--- src/rtl/pps_pkg.sv ---
`timescale 1ns/1ps
package pps_pkg;
  localparam int ADDR_W       = 3;
  localparam int CTRL_EN_BIT  = 30;
  localparam int CTRL_INV_BIT = 31;

  typedef enum logic [ADDR_W-1:0] {
    REG_CTRL   = 3'd0,
    REG_THR_NS = 3'd1,
    REG_THR_FR = 3'd2,
    REG_HI_NS  = 3'd3,
    REG_HI_FR  = 3'd4,
    REG_LO_NS  = 3'd5,
    REG_LO_FR  = 3'd6
  } pps_reg_e;
endpackage

--- src/rtl/pps_rst_sync.sv ---
`timescale 1ns/1ps
module pps_rst_sync #(
  parameter int STAGES = 2
) (
  input  logic clk,
  input  logic rst_n,
  output logic rst_n_o
);
  logic [STAGES-1:0] sync_q;

  always_ff @(posedge clk or negedge rst_n) begin
    if (!rst_n) sync_q <= '0;
    else        sync_q <= {sync_q[STAGES-2:0], 1'b1};
  end

  assign rst_n_o = sync_q[STAGES-1];
endmodule

--- src/rtl/pps_regs.sv ---
`timescale 1ns/1ps
module pps_regs import pps_pkg::*; #(
  parameter int W = 32
) (
  input  logic              clk,
  input  logic              rst_n,
  input  logic              wr_en_i,
  input  logic [ADDR_W-1:0] wr_addr_i,
  input  logic [W-1:0]      wr_data_i,
  output logic              en_o,
  output logic              inv_o,
  output logic [2*W-1:0]    hi_step_o,
  output logic [2*W-1:0]    lo_step_o,
  output logic              thr_ns_we_o,
  output logic              thr_fr_we_o
);
  localparam int SW = 2 * W;

  logic en_q, en_d, inv_q, inv_d;
  logic ctrl_we;
  logic [1:0][SW-1:0] step_q;

  assign ctrl_we     = wr_en_i && (wr_addr_i == REG_CTRL);
  assign thr_ns_we_o = wr_en_i && (wr_addr_i == REG_THR_NS);
  assign thr_fr_we_o = wr_en_i && (wr_addr_i == REG_THR_FR);

  always_comb begin
    en_d  = en_q;
    inv_d = inv_q;
    if (ctrl_we) begin
      en_d  = wr_data_i[CTRL_EN_BIT];
      inv_d = wr_data_i[CTRL_INV_BIT];
    end
  end

  always_ff @(posedge clk or negedge rst_n) begin
    if (!rst_n) begin
      en_q  <= 1'b0;
      inv_q <= 1'b0;
    end else if (ctrl_we) begin
      en_q  <= en_d;
      inv_q <= inv_d;
    end
  end

  // index 1: high-phase duration, index 0: low-phase duration
  for (genvar p = 0; p < 2; p++) begin : g_step
    localparam pps_reg_e NS_A = (p == 1) ? REG_HI_NS : REG_LO_NS;
    localparam pps_reg_e FR_A = (p == 1) ? REG_HI_FR : REG_LO_FR;
    logic          ns_we, fr_we;
    logic [SW-1:0] step_r, step_d;

    assign ns_we = wr_en_i && (wr_addr_i == NS_A);
    assign fr_we = wr_en_i && (wr_addr_i == FR_A);

    always_comb begin
      step_d = step_r;
      if (ns_we) step_d[SW-1:W] = wr_data_i;
      if (fr_we) step_d[W-1:0]  = wr_data_i;
    end

    always_ff @(posedge clk or negedge rst_n) begin
      if (!rst_n)              step_r <= '0;
      else if (ns_we || fr_we) step_r <= step_d;
    end

    assign step_q[p] = step_r;
  end

  assign en_o      = en_q;
  assign inv_o     = inv_q;
  assign hi_step_o = step_q[1];
  assign lo_step_o = step_q[0];
endmodule

--- src/rtl/pps_thr_track.sv ---
`timescale 1ns/1ps
module pps_thr_track #(
  parameter int              W       = 32,
  parameter longint unsigned ROLL_NS = 64'd1_000_000_000
) (
  input  logic           clk,
  input  logic           rst_n,
  input  logic           en_i,
  input  logic [W-1:0]   tod_ns_i,
  input  logic [W-1:0]   tod_fr_i,
  input  logic           thr_ns_we_i,
  input  logic           thr_fr_we_i,
  input  logic [W-1:0]   wdata_i,
  input  logic [2*W-1:0] hi_step_i,
  input  logic [2*W-1:0] lo_step_i,
  output logic           phase_o,
  output logic           hit_o
);
  localparam int TW = W + 2;          // whole part, room for a threshold beyond one rollover
  localparam int AW = TW + W;         // fixed-point threshold width
  localparam logic [TW-1:0] ROLL_W  = TW'(ROLL_NS);
  localparam logic [AW-1:0] ROLL_FX = {ROLL_W, {W{1'b0}}};

  logic [W-1:0]   prev_ns_q;
  logic [AW-1:0]  thr_q, thr_d, adv, now_fx;
  logic [2*W-1:0] step;
  logic           phase_q, phase_d, wrap, hit;

  assign wrap   = tod_ns_i < prev_ns_q;
  assign now_fx = {({2'b00, tod_ns_i} + (wrap ? ROLL_W : '0)), tod_fr_i};
  assign hit    = en_i && (now_fx >= thr_q);
  // the phase about to be entered picks the increment
  assign step   = phase_q ? lo_step_i : hi_step_i;
  assign adv    = thr_q + (hit ? {2'b00, step} : '0);

  always_comb begin
    thr_d   = thr_q;
    phase_d = phase_q;
    if (!en_i) begin
      phase_d = 1'b0;
    end else begin
      if (hit) phase_d = ~phase_q;
      if (wrap) thr_d = (adv >= ROLL_FX) ? (adv - ROLL_FX) : '0;
      else      thr_d = adv;
    end
    if (thr_ns_we_i) thr_d[AW-1:W] = {2'b00, wdata_i};
    if (thr_fr_we_i) thr_d[W-1:0]  = wdata_i;
  end

  always_ff @(posedge clk or negedge rst_n) begin
    if (!rst_n) begin
      prev_ns_q <= '0;
      thr_q     <= '0;
      phase_q   <= 1'b0;
    end else begin
      prev_ns_q <= tod_ns_i;
      thr_q     <= thr_d;
      phase_q   <= phase_d;
    end
  end

  assign phase_o = phase_q;
  assign hit_o   = hit;
endmodule

--- src/rtl/pps_pulse_gen.sv ---
`timescale 1ns/1ps
module pps_pulse_gen import pps_pkg::*; #(
  parameter int              WORD_W  = 32,
  parameter longint unsigned ROLL_NS = 64'd1_000_000_000
) (
  input  logic              clk,
  input  logic              rst_n,
  input  logic [WORD_W-1:0] tod_ns,
  input  logic [WORD_W-1:0] tod_frac,
  input  logic              wr_en,
  input  logic [ADDR_W-1:0] wr_addr,
  input  logic [WORD_W-1:0] wr_data,
  output logic              pps_out
);
  logic                rst_n_s;
  logic                ctrl_en, ctrl_inv;
  logic [2*WORD_W-1:0] hi_step, lo_step;
  logic                thr_ns_we, thr_fr_we;
  logic                phase, hit;

  pps_rst_sync #(.STAGES(2)) u_rst (
    .clk     (clk),
    .rst_n   (rst_n),
    .rst_n_o (rst_n_s)
  );

  pps_regs #(.W(WORD_W)) u_regs (
    .clk         (clk),
    .rst_n       (rst_n_s),
    .wr_en_i     (wr_en),
    .wr_addr_i   (wr_addr),
    .wr_data_i   (wr_data),
    .en_o        (ctrl_en),
    .inv_o       (ctrl_inv),
    .hi_step_o   (hi_step),
    .lo_step_o   (lo_step),
    .thr_ns_we_o (thr_ns_we),
    .thr_fr_we_o (thr_fr_we)
  );

  pps_thr_track #(.W(WORD_W), .ROLL_NS(ROLL_NS)) u_track (
    .clk         (clk),
    .rst_n       (rst_n_s),
    .en_i        (ctrl_en),
    .tod_ns_i    (tod_ns),
    .tod_fr_i    (tod_frac),
    .thr_ns_we_i (thr_ns_we),
    .thr_fr_we_i (thr_fr_we),
    .wdata_i     (wr_data),
    .hi_step_i   (hi_step),
    .lo_step_i   (lo_step),
    .phase_o     (phase),
    .hit_o       (hit)
  );

  assign pps_out = ctrl_en ? (phase ^ ctrl_inv) : ctrl_inv;
endmodule

--- config.mk ---
export PLATFORM = sky130hd
export DESIGN_NAME = pps_pulse_gen
export DESIGN_NICKNAME = d
export VERILOG_FILES = /design/src/rtl/pps_pkg.sv /design/src/rtl/pps_rst_sync.sv /design/src/rtl/pps_regs.sv /design/src/rtl/pps_thr_track.sv /design/src/rtl/pps_pulse_gen.sv
export SDC_FILE = /design/constraint.sdc
export NUM_CORES = 1
export LEC_CHECK = 0
export BUFFER_PORTS_ARGS = -buffer_cell sky130_fd_sc_hd__buf_2
export CAP_MARGIN = 10
export CORE_MARGIN = 3
export CORE_UTILIZATION = 45
export DETAILED_ROUTE_END_ITERATION = 6
export PLACE_DENSITY = 0.6
export SYNTH_ARGS = -nofsm -noshare
export SYNTH_HDL_FRONTEND = slang
export SYNTH_SLANG_ARGS = --single-unit
--- constraint.sdc ---
create_clock -name clk -period 9.28 [get_ports clk]
set_clock_uncertainty 0.1 [all_clocks]
set_input_delay 1.856 -clock clk [delete_from_list [all_inputs] [get_ports clk]]
set_output_delay 1.856 -clock clk [all_outputs]
set_load 0.02 [all_outputs]
==> report_table.html, run 1 <==
<table>
<tr><th>Metric</th><th>Value</th></tr>
<tr><th colspan="2">Detailed routing</th></tr>
<tr><td>Number of vias per cell</td><td>between 5 and 6</td></tr>
<tr><td>Post-detailed-route wirelength per cell</td><td>20.77 um</td></tr>
<tr><td>Via count of the routed design</td><td>~17,000</td></tr>
<tr><td>DRT antenna net count</td><td>0</td></tr>
<tr><td>Number of DRC markers in iteration 0</td><td>~1,000</td></tr>
<tr><td>Iteration count of the initial detailed-routing pass</td><td>5</td></tr>
<tr><td>Total routed wirelength</td><td>between 60 and 70 mm</td></tr>
<tr><td>Number of remaining DRC errors</td><td>0</td></tr>
<tr><th colspan="2">GRT</th></tr>
<tr><td>Number of antenna violations at the first check in global routing</td><td>0</td></tr>
<tr><td>Vias in the first global route</td><td>17,340</td></tr>
<tr><td>Global route total overflow</td><td>0</td></tr>
<tr><td>First-pass GRT wire length</td><td>94.36 mm</td></tr>
<tr><td>All-layer global routing usage</td><td>0.2889</td></tr>
<tr><td>Pin count of the biggest net entering global routing</td><td>74</td></tr>
<tr><th colspan="2">Final layout</th></tr>
<tr><td>Total Nets Final</td><td>roughly 2,700</td></tr>
<tr><td>Share of cells above drive strength 1</td><td>0.4148</td></tr>
<tr><td>Non-filler cells in the finished layout</td><td>2,996</td></tr>
<tr><td>Post-synthesis to final-layout area growth</td><td>43.19%</td></tr>
<tr><td>Commonest non-fill, non-tap cells in the layout</td><td>buf_4 (467), dfrtp_1 (228), ha_1 (136)</td></tr>
<tr><td>Most common cell after layout, fill and taps aside</td><td>buf_4</td></tr>
<tr><th colspan="2">Critical path</th></tr>
<tr><td>Critical path's most frequent cell</td><td>buf_4</td></tr>
<tr><td>Critical path startpoint category</td><td>primary input</td></tr>
<tr><td>Crit path capture type</td><td>flop</td></tr>
<tr><td>WS Path Type</td><td>primary input to flop</td></tr>
<tr><td>Reg2Reg Setup Slack</td><td>-0.63 ns</td></tr>
<tr><td>Stage delay of the slowest cell on the critical path</td><td>0.51 ns</td></tr>
<tr><td>Worst setup path startpoint</td><td>tod_ns[20]</td></tr>
<tr><td>Crit path arrival time</td><td>11.18 ns</td></tr>
<tr><td>Startpoint of the lowest-slack register-to-register path</td><td>u_track.prev_ns_q[20]$_DFF_PN0_</td></tr>
<tr><td>Worst-path fanout max</td><td>8</td></tr>
<tr><td>Endpoint of the worst register-to-register path</td><td>u_track.thr_q[47]$_DFFE_PN0P_</td></tr>
<tr><td>Reg2reg path depth</td><td>51</td></tr>
<tr><td>WP data required</td><td>9.63 ns</td></tr>
<tr><td>Critical path endpoint</td><td>u_track.thr_q[47]$_DFFE_PN0P_</td></tr>
<tr><td>Slowest library cell on the worst path</td><td>or4_4</td></tr>
<tr><th colspan="2">Timing</th></tr>
<tr><td>Transition time of the tightest slew-check pin</td><td>1.034 ns</td></tr>
<tr><td>Slew headroom</td><td>0.3108</td></tr>
<tr><td>Setup repair after global routing missed its margin</td><td>true</td></tr>
<tr><td>Final setup vio count</td><td>66</td></tr>
<tr><td>Final hold violation count</td><td>0</td></tr>
<tr><td>Final period util</td><td>1.168</td></tr>
<tr><td>Total negative setup slack</td><td>-95.83 ns</td></tr>
<tr><td>Max Clock Freq</td><td>0.09229 GHz</td></tr>
<tr><td>Worst setup margin</td><td>-1.555 ns</td></tr>
<tr><td>Post-layout min period</td><td>10.84 ns</td></tr>
<tr><td>Pins Over Slew Limit</td><td>0</td></tr>
<tr><th colspan="2">Clock network</th></tr>
<tr><td>CTS Sinks</td><td>231</td></tr>
<tr><td>Post-cts hold buffer count</td><td>0</td></tr>
<tr><td>Clock Pin Slew Worst Setup and Hold Paths</td><td>0.06 ns</td></tr>
<tr><td>CTS root buf</td><td>clkbuf_16</td></tr>
<tr><td>CTS tree</td><td>built</td></tr>
<tr><td>Later-pin clock latency in the skew report</td><td>roughly 0.6 ns</td></tr>
<tr><td>H-Tree Level Count</td><td>1</td></tr>
<tr><td>Number of buffers inserted during clock tree synthesis</td><td>29</td></tr>
<tr><td>Buffers from clock root to sink, at most</td><td>3</td></tr>
<tr><th colspan="2">Die</th></tr>
<tr><td>Starting density of the core</td><td>0.4623</td></tr>
<tr><td>Die height</td><td>203.9 um</td></tr>
<tr><td>I/O pins</td><td>103</td></tr>
<tr><td>Chip width</td><td>203.9 um</td></tr>
<tr><td>Placement Rows</td><td>between 70 and 80</td></tr>
<tr><td>Core Region</td><td>38,110 sq um</td></tr>
<tr><td>Floorplan die area</td><td>41,560 sq um</td></tr>
<tr><th colspan="2">Placement</th></tr>
<tr><td># placed instances</td><td>between 2,000 and 3,000</td></tr>
<tr><td>Detailed placer's ending HPWL</td><td>45.67 mm</td></tr>
<tr><td>Placement-stage worst setup slack</td><td>-2.504 ns</td></tr>
<tr><td>Number of buffers inserted by port buffering</td><td>102</td></tr>
<tr><td>Routability congestion estimate</td><td>0.9708</td></tr>
<tr><th colspan="2">Synth</th></tr>
<tr><td>Mean cell area of the mapped netlist</td><td>~9.3 sq um</td></tr>
<tr><td>Number of synthesized register bits</td><td>231</td></tr>
<tr><td>Most common flop cell mapped by yosys</td><td>dfrtp_1</td></tr>
<tr><td>Synth area leader</td><td>dfrtp_1</td></tr>
<tr><td>Main area contributors after synthesis</td><td>dfrtp_1 (33%), ha_1 (12%), mux2_2 (8.4%)</td></tr>
<tr><td>Syn Inst Count</td><td>1,896</td></tr>
<tr><td>Mapped Nets</td><td>2,174</td></tr>
<tr><td>YS warnings</td><td>0</td></tr>
<tr><td>Post-synth cell types</td><td>79</td></tr>
<tr><td>Asr flop ratio synth</td><td>1.000</td></tr>
<tr><td>Proportion of synthesized chip area in sequential cells</td><td>0.3281</td></tr>
<tr><td>Syn Std Cell Area</td><td>roughly 18,000 sq um</td></tr>
<tr><td>Number of enable flip-flop cells after synthesis</td><td>0</td></tr>
<tr><td>Area share of the leading cell type in the synthesized netlist</td><td>0.3281</td></tr>
<tr><th colspan="2">Min path</th></tr>
<tr><td>Hold crit path type</td><td>flop to async pin</td></tr>
<tr><th colspan="2">Power</th></tr>
<tr><td>Total power per unit cell area</td><td>250.1 nW/um^2</td></tr>
<tr><td>Peak supply drop</td><td>roughly 0.16 mV</td></tr>
<tr><td>Final total power</td><td>6.310 mW</td></tr>
<tr><td>Cell leakage power</td><td>11.61 nW</td></tr>
<tr><th colspan="2">Run</th></tr>
<tr><td>Max-capacitance violation count</td><td>0</td></tr>
<tr><th colspan="2">Outcome</th></tr>
<tr><td>Violations in the final reports</td><td>negative setup slack</td></tr>
<tr><td>Run status</td><td>finished, violations left</td></tr>
</table>
-- stage by stage --
stage	utilization	hold WS (ns)	instance area (sq um)
4_1_cts	0.6383	0.1547	24330
3_3_place_gp	0.5780	0.1449	22030
5_1_grt	0.6618	0.1773	25220
3_5_place_dp	0.5780	0.1506	22030
2_1_floorplan	-	0.2312	17980
6_report	0.6619	0.1388	25230
-- cell usage after synthesis, drive strengths merged, types with 17 or more instances --
library cell and instances:
clkbuf 61, o21bai 18, o21ai 90, mux2i 66, nor2 153, nand3 21
inv 121, nor3 31, xnor2 55, o21a 53, a21o 65, nand2 123
dfrtp 231, xor2 33, a211oi 18, a21oi 128, nand4 46, ha 175
buf 24, o221ai 46, mux2 132, o31ai 17
-- metal layers --
metal  up-vias  GRT usage  wire length [um]
li1       8115          -                 -
met5         -          0                 0
met3       102    0.04332              3236
met2       464     0.4824             29410
met1      8548     0.3865             27750
met4         0    0.09538              1822
-- sequential cells by signal, indices dropped and copies added (netlist names) --
signal / cells
u_regs.en_o: 1
u_regs.lo_step_o: 64
u_regs.inv_o: 1
u_track.thr_q: 66
u_rst.sync_q: 2
u_track.prev_ns_q: 32
u_regs.hi_step_o: 64
u_track.phase_o: 1
-- report_power, final --
group	switching [mW]	total (mW)	internal, mW	leakage (nW)
registers	0.229	1.51	1.28	2.77
logic	1.79	3.65	1.86	8.36
clock network	0.473	1.15	0.678	0.482
-- worst min-delay path by stage --
stage                                            end                 startpoint  slack (ns)  cells after the start
floorplan                  u_rst.sync_q[1]$_DFF_PN0_  u_rst.sync_q[0]$_DFF_PN0_        0.23                      0
global placement    u_regs.hi_step_o[55]$_DFFE_PN0P_  u_rst.sync_q[1]$_DFF_PN0_        0.14                      0
detailed placement  u_regs.hi_step_o[21]$_DFFE_PN0P_  u_rst.sync_q[1]$_DFF_PN0_        0.15                      0
CTS                 u_regs.hi_step_o[55]$_DFFE_PN0P_  u_rst.sync_q[1]$_DFF_PN0_        0.15                      0
global route        u_regs.hi_step_o[55]$_DFFE_PN0P_  u_rst.sync_q[1]$_DFF_PN0_        0.18                      0
finish              u_regs.hi_step_o[55]$_DFFE_PN0P_  u_rst.sync_q[1]$_DFF_PN0_        0.14                      0
-- final cells by class --
class / instances / area (sq um)
Antenna cell: 2 / 5.005
Clock buffer: 35 / 768.2
Clock inverter: 18 / 201.4
Fill cell: 3093 / 12880
Inverter: 121 / 459.2
Multi-Input combinational cell: 1459 / 12450
Sequential cell: 231 / 5789
Tap cell: 511 / 639.4
Timing Repair Buffer: 619 / 4911
-- critical path: cells and delay by family --
| kind | cells | cell delay, ns |
|---|---|---|
| adder cells (fa/ha/maj) | 4 | 1.01 |
| XOR/XNOR | 1 | 0.10 |
| AO/OA/AOI/OAI | 27 | 5.05 |
| AND/OR/NAND/NOR | 9 | 1.63 |
| buffers and inverters | 10 | 1.51 |
-- kinds of logic (layout without fill, tap and decap cells) --
family,Yosys count,after routing,synth area share
other,1,3,0.0002129
adder cells (fa/ha/maj),176,176,0.1254
flip-flops,231,231,0.3281
buffers and inverters,206,793,0.04602
AO/OA/AOI/OAI,538,538,0.2115
AND/OR/NAND/NOR,458,458,0.1231
multiplexers,198,198,0.1219
XOR/XNOR,88,88,0.04375
-- repair_timing --
action,in CTS,in global routing
endpoints found under the setup margin,66,66
cloned,8,4
pin swaps,68,56
setup buffers,47,25
gates resized for setup,149,143
No activity file was read; power rests on OpenSTA's default activity.
==> run 2: changes to the inputs <==
--- a/config.mk
+++ b/config.mk
@@ -10,7 +10,9 @@
 export CORE_MARGIN = 3
 export CORE_UTILIZATION = 45
 export DETAILED_ROUTE_END_ITERATION = 6
+export GPL_TIMING_DRIVEN = 1
 export PLACE_DENSITY = 0.6
+export SKIP_CTS_REPAIR_TIMING = 1
 export SYNTH_ARGS = -nofsm -noshare
 export SYNTH_HDL_FRONTEND = slang
 export SYNTH_SLANG_ARGS = --single-unit
==> run 2 against run 1 <==
Effect of this change: critical path type unchanged; utilization fell by 2.7 points; final cell count is 1.3% lower; the flow still finishes with violations (negative setup slack); largest cell class unchanged; clock power hardly changed; critical endpoint is now u_track.thr_q[27]$_DFFE_PN0P_.
==> report_table.html, run 2 (synthesis results as in run 1) <==
<table>
<tr><th>Metric</th><th>Value</th></tr>
<tr><th colspan="2">Outcome</th></tr>
<tr><td>Run status</td><td>finished, violations left</td></tr>
<tr><td>Violations in the final reports</td><td>negative setup slack</td></tr>
<tr><th colspan="2">GRT</th></tr>
<tr><td>Pin count of the biggest net entering global routing</td><td>74</td></tr>
<tr><td>Number of antenna violations at the first check in global routing</td><td>1</td></tr>
<tr><td>Global route total overflow</td><td>0</td></tr>
<tr><td>First-pass GRT wire length</td><td>90.40 mm</td></tr>
<tr><td>All-layer global routing usage</td><td>0.2747</td></tr>
<tr><td>Vias in the first global route</td><td>about 17,000</td></tr>
<tr><th colspan="2">Min path</th></tr>
<tr><td>Hold crit path type</td><td>flop to async pin</td></tr>
<tr><th colspan="2">Detailed routing</th></tr>
<tr><td>Post-detailed-route wirelength per cell</td><td>20.36 um</td></tr>
<tr><td>Number of vias per cell</td><td>around 5.7</td></tr>
<tr><td>Iteration count of the initial detailed-routing pass</td><td>7</td></tr>
<tr><td>DRT antenna net count</td><td>0</td></tr>
<tr><td>Via count of the routed design</td><td>16,870</td></tr>
<tr><td>Number of DRC markers in iteration 0</td><td>992</td></tr>
<tr><td>Total routed wirelength</td><td>60.23 mm</td></tr>
<tr><td>Number of remaining DRC errors</td><td>0</td></tr>
<tr><th colspan="2">Critical path</th></tr>
<tr><td>Endpoint of the worst register-to-register path</td><td>u_track.thr_q[27]$_DFFE_PN0P_</td></tr>
<tr><td>Crit path capture type</td><td>flop</td></tr>
<tr><td>Buffering stage count on the worst path with inverters included</td><td>9</td></tr>
<tr><td>Stage delay of the slowest cell on the critical path</td><td>0.56 ns</td></tr>
<tr><td>Worst-path fanout max</td><td>9</td></tr>
<tr><td>Crit path arrival time</td><td>11.31 ns</td></tr>
<tr><td>Reg2Reg Setup Slack</td><td>-0.66 ns</td></tr>
<tr><td>Reg2reg path depth</td><td>52</td></tr>
<tr><td>Worst setup path startpoint</td><td>tod_ns[25]</td></tr>
<tr><td>Critical path depth in cells</td><td>between 50 and 60</td></tr>
<tr><td>Slowest library cell on the worst path</td><td>or4b_4</td></tr>
<tr><td>Critical path startpoint category</td><td>primary input</td></tr>
<tr><td>WS Path Type</td><td>primary input to flop</td></tr>
<tr><td>WP data required</td><td>slightly below 10 ns</td></tr>
<tr><td>Startpoint of the lowest-slack register-to-register path</td><td>u_track.prev_ns_q[17]$_DFF_PN0_</td></tr>
<tr><td>Cell type group with the largest total delay on the critical path</td><td>compound AO/OA/AOI/OAI gates</td></tr>
<tr><th colspan="2">Clock network</th></tr>
<tr><td>CTS root buf</td><td>clkbuf_16</td></tr>
<tr><td>CTS tree</td><td>built</td></tr>
<tr><td>Number of buffers inserted during clock tree synthesis</td><td>29</td></tr>
<tr><td>H-Tree Level Count</td><td>1</td></tr>
<tr><td>Later-pin clock latency in the skew report</td><td>0.58 ns</td></tr>
<tr><td>Buffers from clock root to sink, at most</td><td>3</td></tr>
<tr><td>Clock Pin Slew Worst Setup and Hold Paths</td><td>about 0.06 ns</td></tr>
<tr><td>CTS Sinks</td><td>231</td></tr>
<tr><th colspan="2">Power</th></tr>
<tr><td>Peak supply drop</td><td>0.1630 mV</td></tr>
<tr><td>Total power per unit cell area</td><td>248.7 nW/um^2</td></tr>
<tr><td>Cell leakage power</td><td>about 11 nW</td></tr>
<tr><th colspan="2">Timing</th></tr>
<tr><td>Setup repair after global routing missed its margin</td><td>true</td></tr>
<tr><td>Slew headroom</td><td>0.3262</td></tr>
<tr><td>Transition time of the tightest slew-check pin</td><td>1.011 ns</td></tr>
<tr><td>Max Clock Freq</td><td>between 0.09 and 0.1 GHz</td></tr>
<tr><td>Final period util</td><td>1.179</td></tr>
<tr><td>Pins Over Slew Limit</td><td>0</td></tr>
<tr><td>Final hold violation count</td><td>0</td></tr>
<tr><td>Final setup vio count</td><td>66</td></tr>
<tr><td>Post-layout min period</td><td>10.94 ns</td></tr>
<tr><td>Total negative setup slack</td><td>-103.30 ns</td></tr>
<tr><td>Worst setup margin</td><td>-1.660 ns</td></tr>
<tr><th colspan="2">Placement</th></tr>
<tr><td># placed instances</td><td>2,864</td></tr>
<tr><td>Detailed placer's ending HPWL</td><td>45.67 mm</td></tr>
<tr><td>Number of buffers inserted by port buffering</td><td>102</td></tr>
<tr><td>Routability congestion estimate</td><td>slightly below 1</td></tr>
<tr><th colspan="2">Die</th></tr>
<tr><td>Die height</td><td>between 200 and 250 um</td></tr>
<tr><td>Core Region</td><td>38,110 sq um</td></tr>
<tr><td>Placement Rows</td><td>71</td></tr>
<tr><td>I/O pins</td><td>103</td></tr>
<tr><td>Chip width</td><td>between 200 and 250 um</td></tr>
<tr><td>Floorplan die area</td><td>between 40,000 and 50,000 sq um</td></tr>
<tr><td>Starting density of the core</td><td>0.4623</td></tr>
<tr><th colspan="2">Final layout</th></tr>
<tr><td>Non-filler cells in the finished layout</td><td>2,958</td></tr>
<tr><td>Register name with the most flops</td><td>u_track.thr_q</td></tr>
<tr><td>Total Nets Final</td><td>2,703</td></tr>
<tr><td>Most common cell after layout, fill and taps aside</td><td>buf_4</td></tr>
<tr><td>Inserted Diodes</td><td>0</td></tr>
<tr><td>Share of cells above drive strength 1</td><td>0.3796</td></tr>
<tr><td>Flip-flop count of the largest register, all copies and words added</td><td>66</td></tr>
<tr><td>Fill cell total of the finished layout</td><td>3,224</td></tr>
<tr><td>Post-synthesis to final-layout area growth</td><td>37.37%</td></tr>
<tr><td>Commonest non-fill, non-tap cells in the layout</td><td>buf_4 (456), dfrtp_1 (228), ha_1 (145)</td></tr>
<tr><th colspan="2">Run</th></tr>
<tr><td>Max-capacitance violation count</td><td>0</td></tr>
</table>
## run 2: changes by cell type in the layout (fill, tap and decap cells not counted), moves of 8 or more
cell      delta
o21ai_0     +18
buf_6       -16
o21ai_1     -12
buf_4       -11
nor2_1      +11
ha_1         +9
ha_4         -9
o31ai_1      +9
o221ai_1     +8
o221ai_2     -8
## run 2: area by class of cell
cell class	count	area [sq um]	area share
repair buffers	583	4360	0.1802
clock buffers	35	768.2	0.03174
well taps	511	639.4	0.02642
clock inverters	18	201.4	0.008324
flip-flops and latches	231	5789	0.2392
multi-input cells	1459	11980	0.4951
inverters	121	459.2	0.01897
## run 2: worst max-delay path by stage
stage	end	slack (ns)
after CTS	u_track.thr_q[8]$_DFFE_PN0P_	-1.96
after floorplan	u_track.thr_q[22]$_DFFE_PN0P_	-1.32
after detailed placement	u_track.thr_q[35]$_DFFE_PN0P_	-2.50
after global placement	u_track.thr_q[18]$_DFFE_PN0P_	-2.32
after global routing	u_track.thr_q[26]$_DFFE_PN0P_	-1.95
final	u_track.thr_q[27]$_DFFE_PN0P_	-1.66
## run 2: routing by layer
metal  part of all wire  track usage
met2               0.46       0.4615
met4              0.031      0.07203
met3              0.049      0.02994
met5                  0            0
met1               0.46       0.3798
## run 2: through the flow
stage / hold slack, ns / power (mW) / utilization / setup WS [ns] / instance area (sq um)
floorplan: 0.2312 / 3.273 / - / -1.322 / 17980
global placement: 0.1449 / 4.446 / 0.5780 / -2.325 / 22030
detailed placement: 0.1506 / 4.523 / 0.5780 / -2.504 / 22030
CTS: 0.1547 / 5.694 / 0.6035 / -1.957 / 23000
global route: 0.1773 / 6.418 / 0.6350 / -1.948 / 24200
finish: 0.1391 / 6.018 / 0.6350 / -1.660 / 24200
## run 2: where the power goes
part	leakage [nW]	total, mW	switching (mW)	internal, mW
clock network	0.482	1.15	0.468	0.679
logic	8.04	3.37	1.67	1.70
registers	2.77	1.50	0.217	1.28
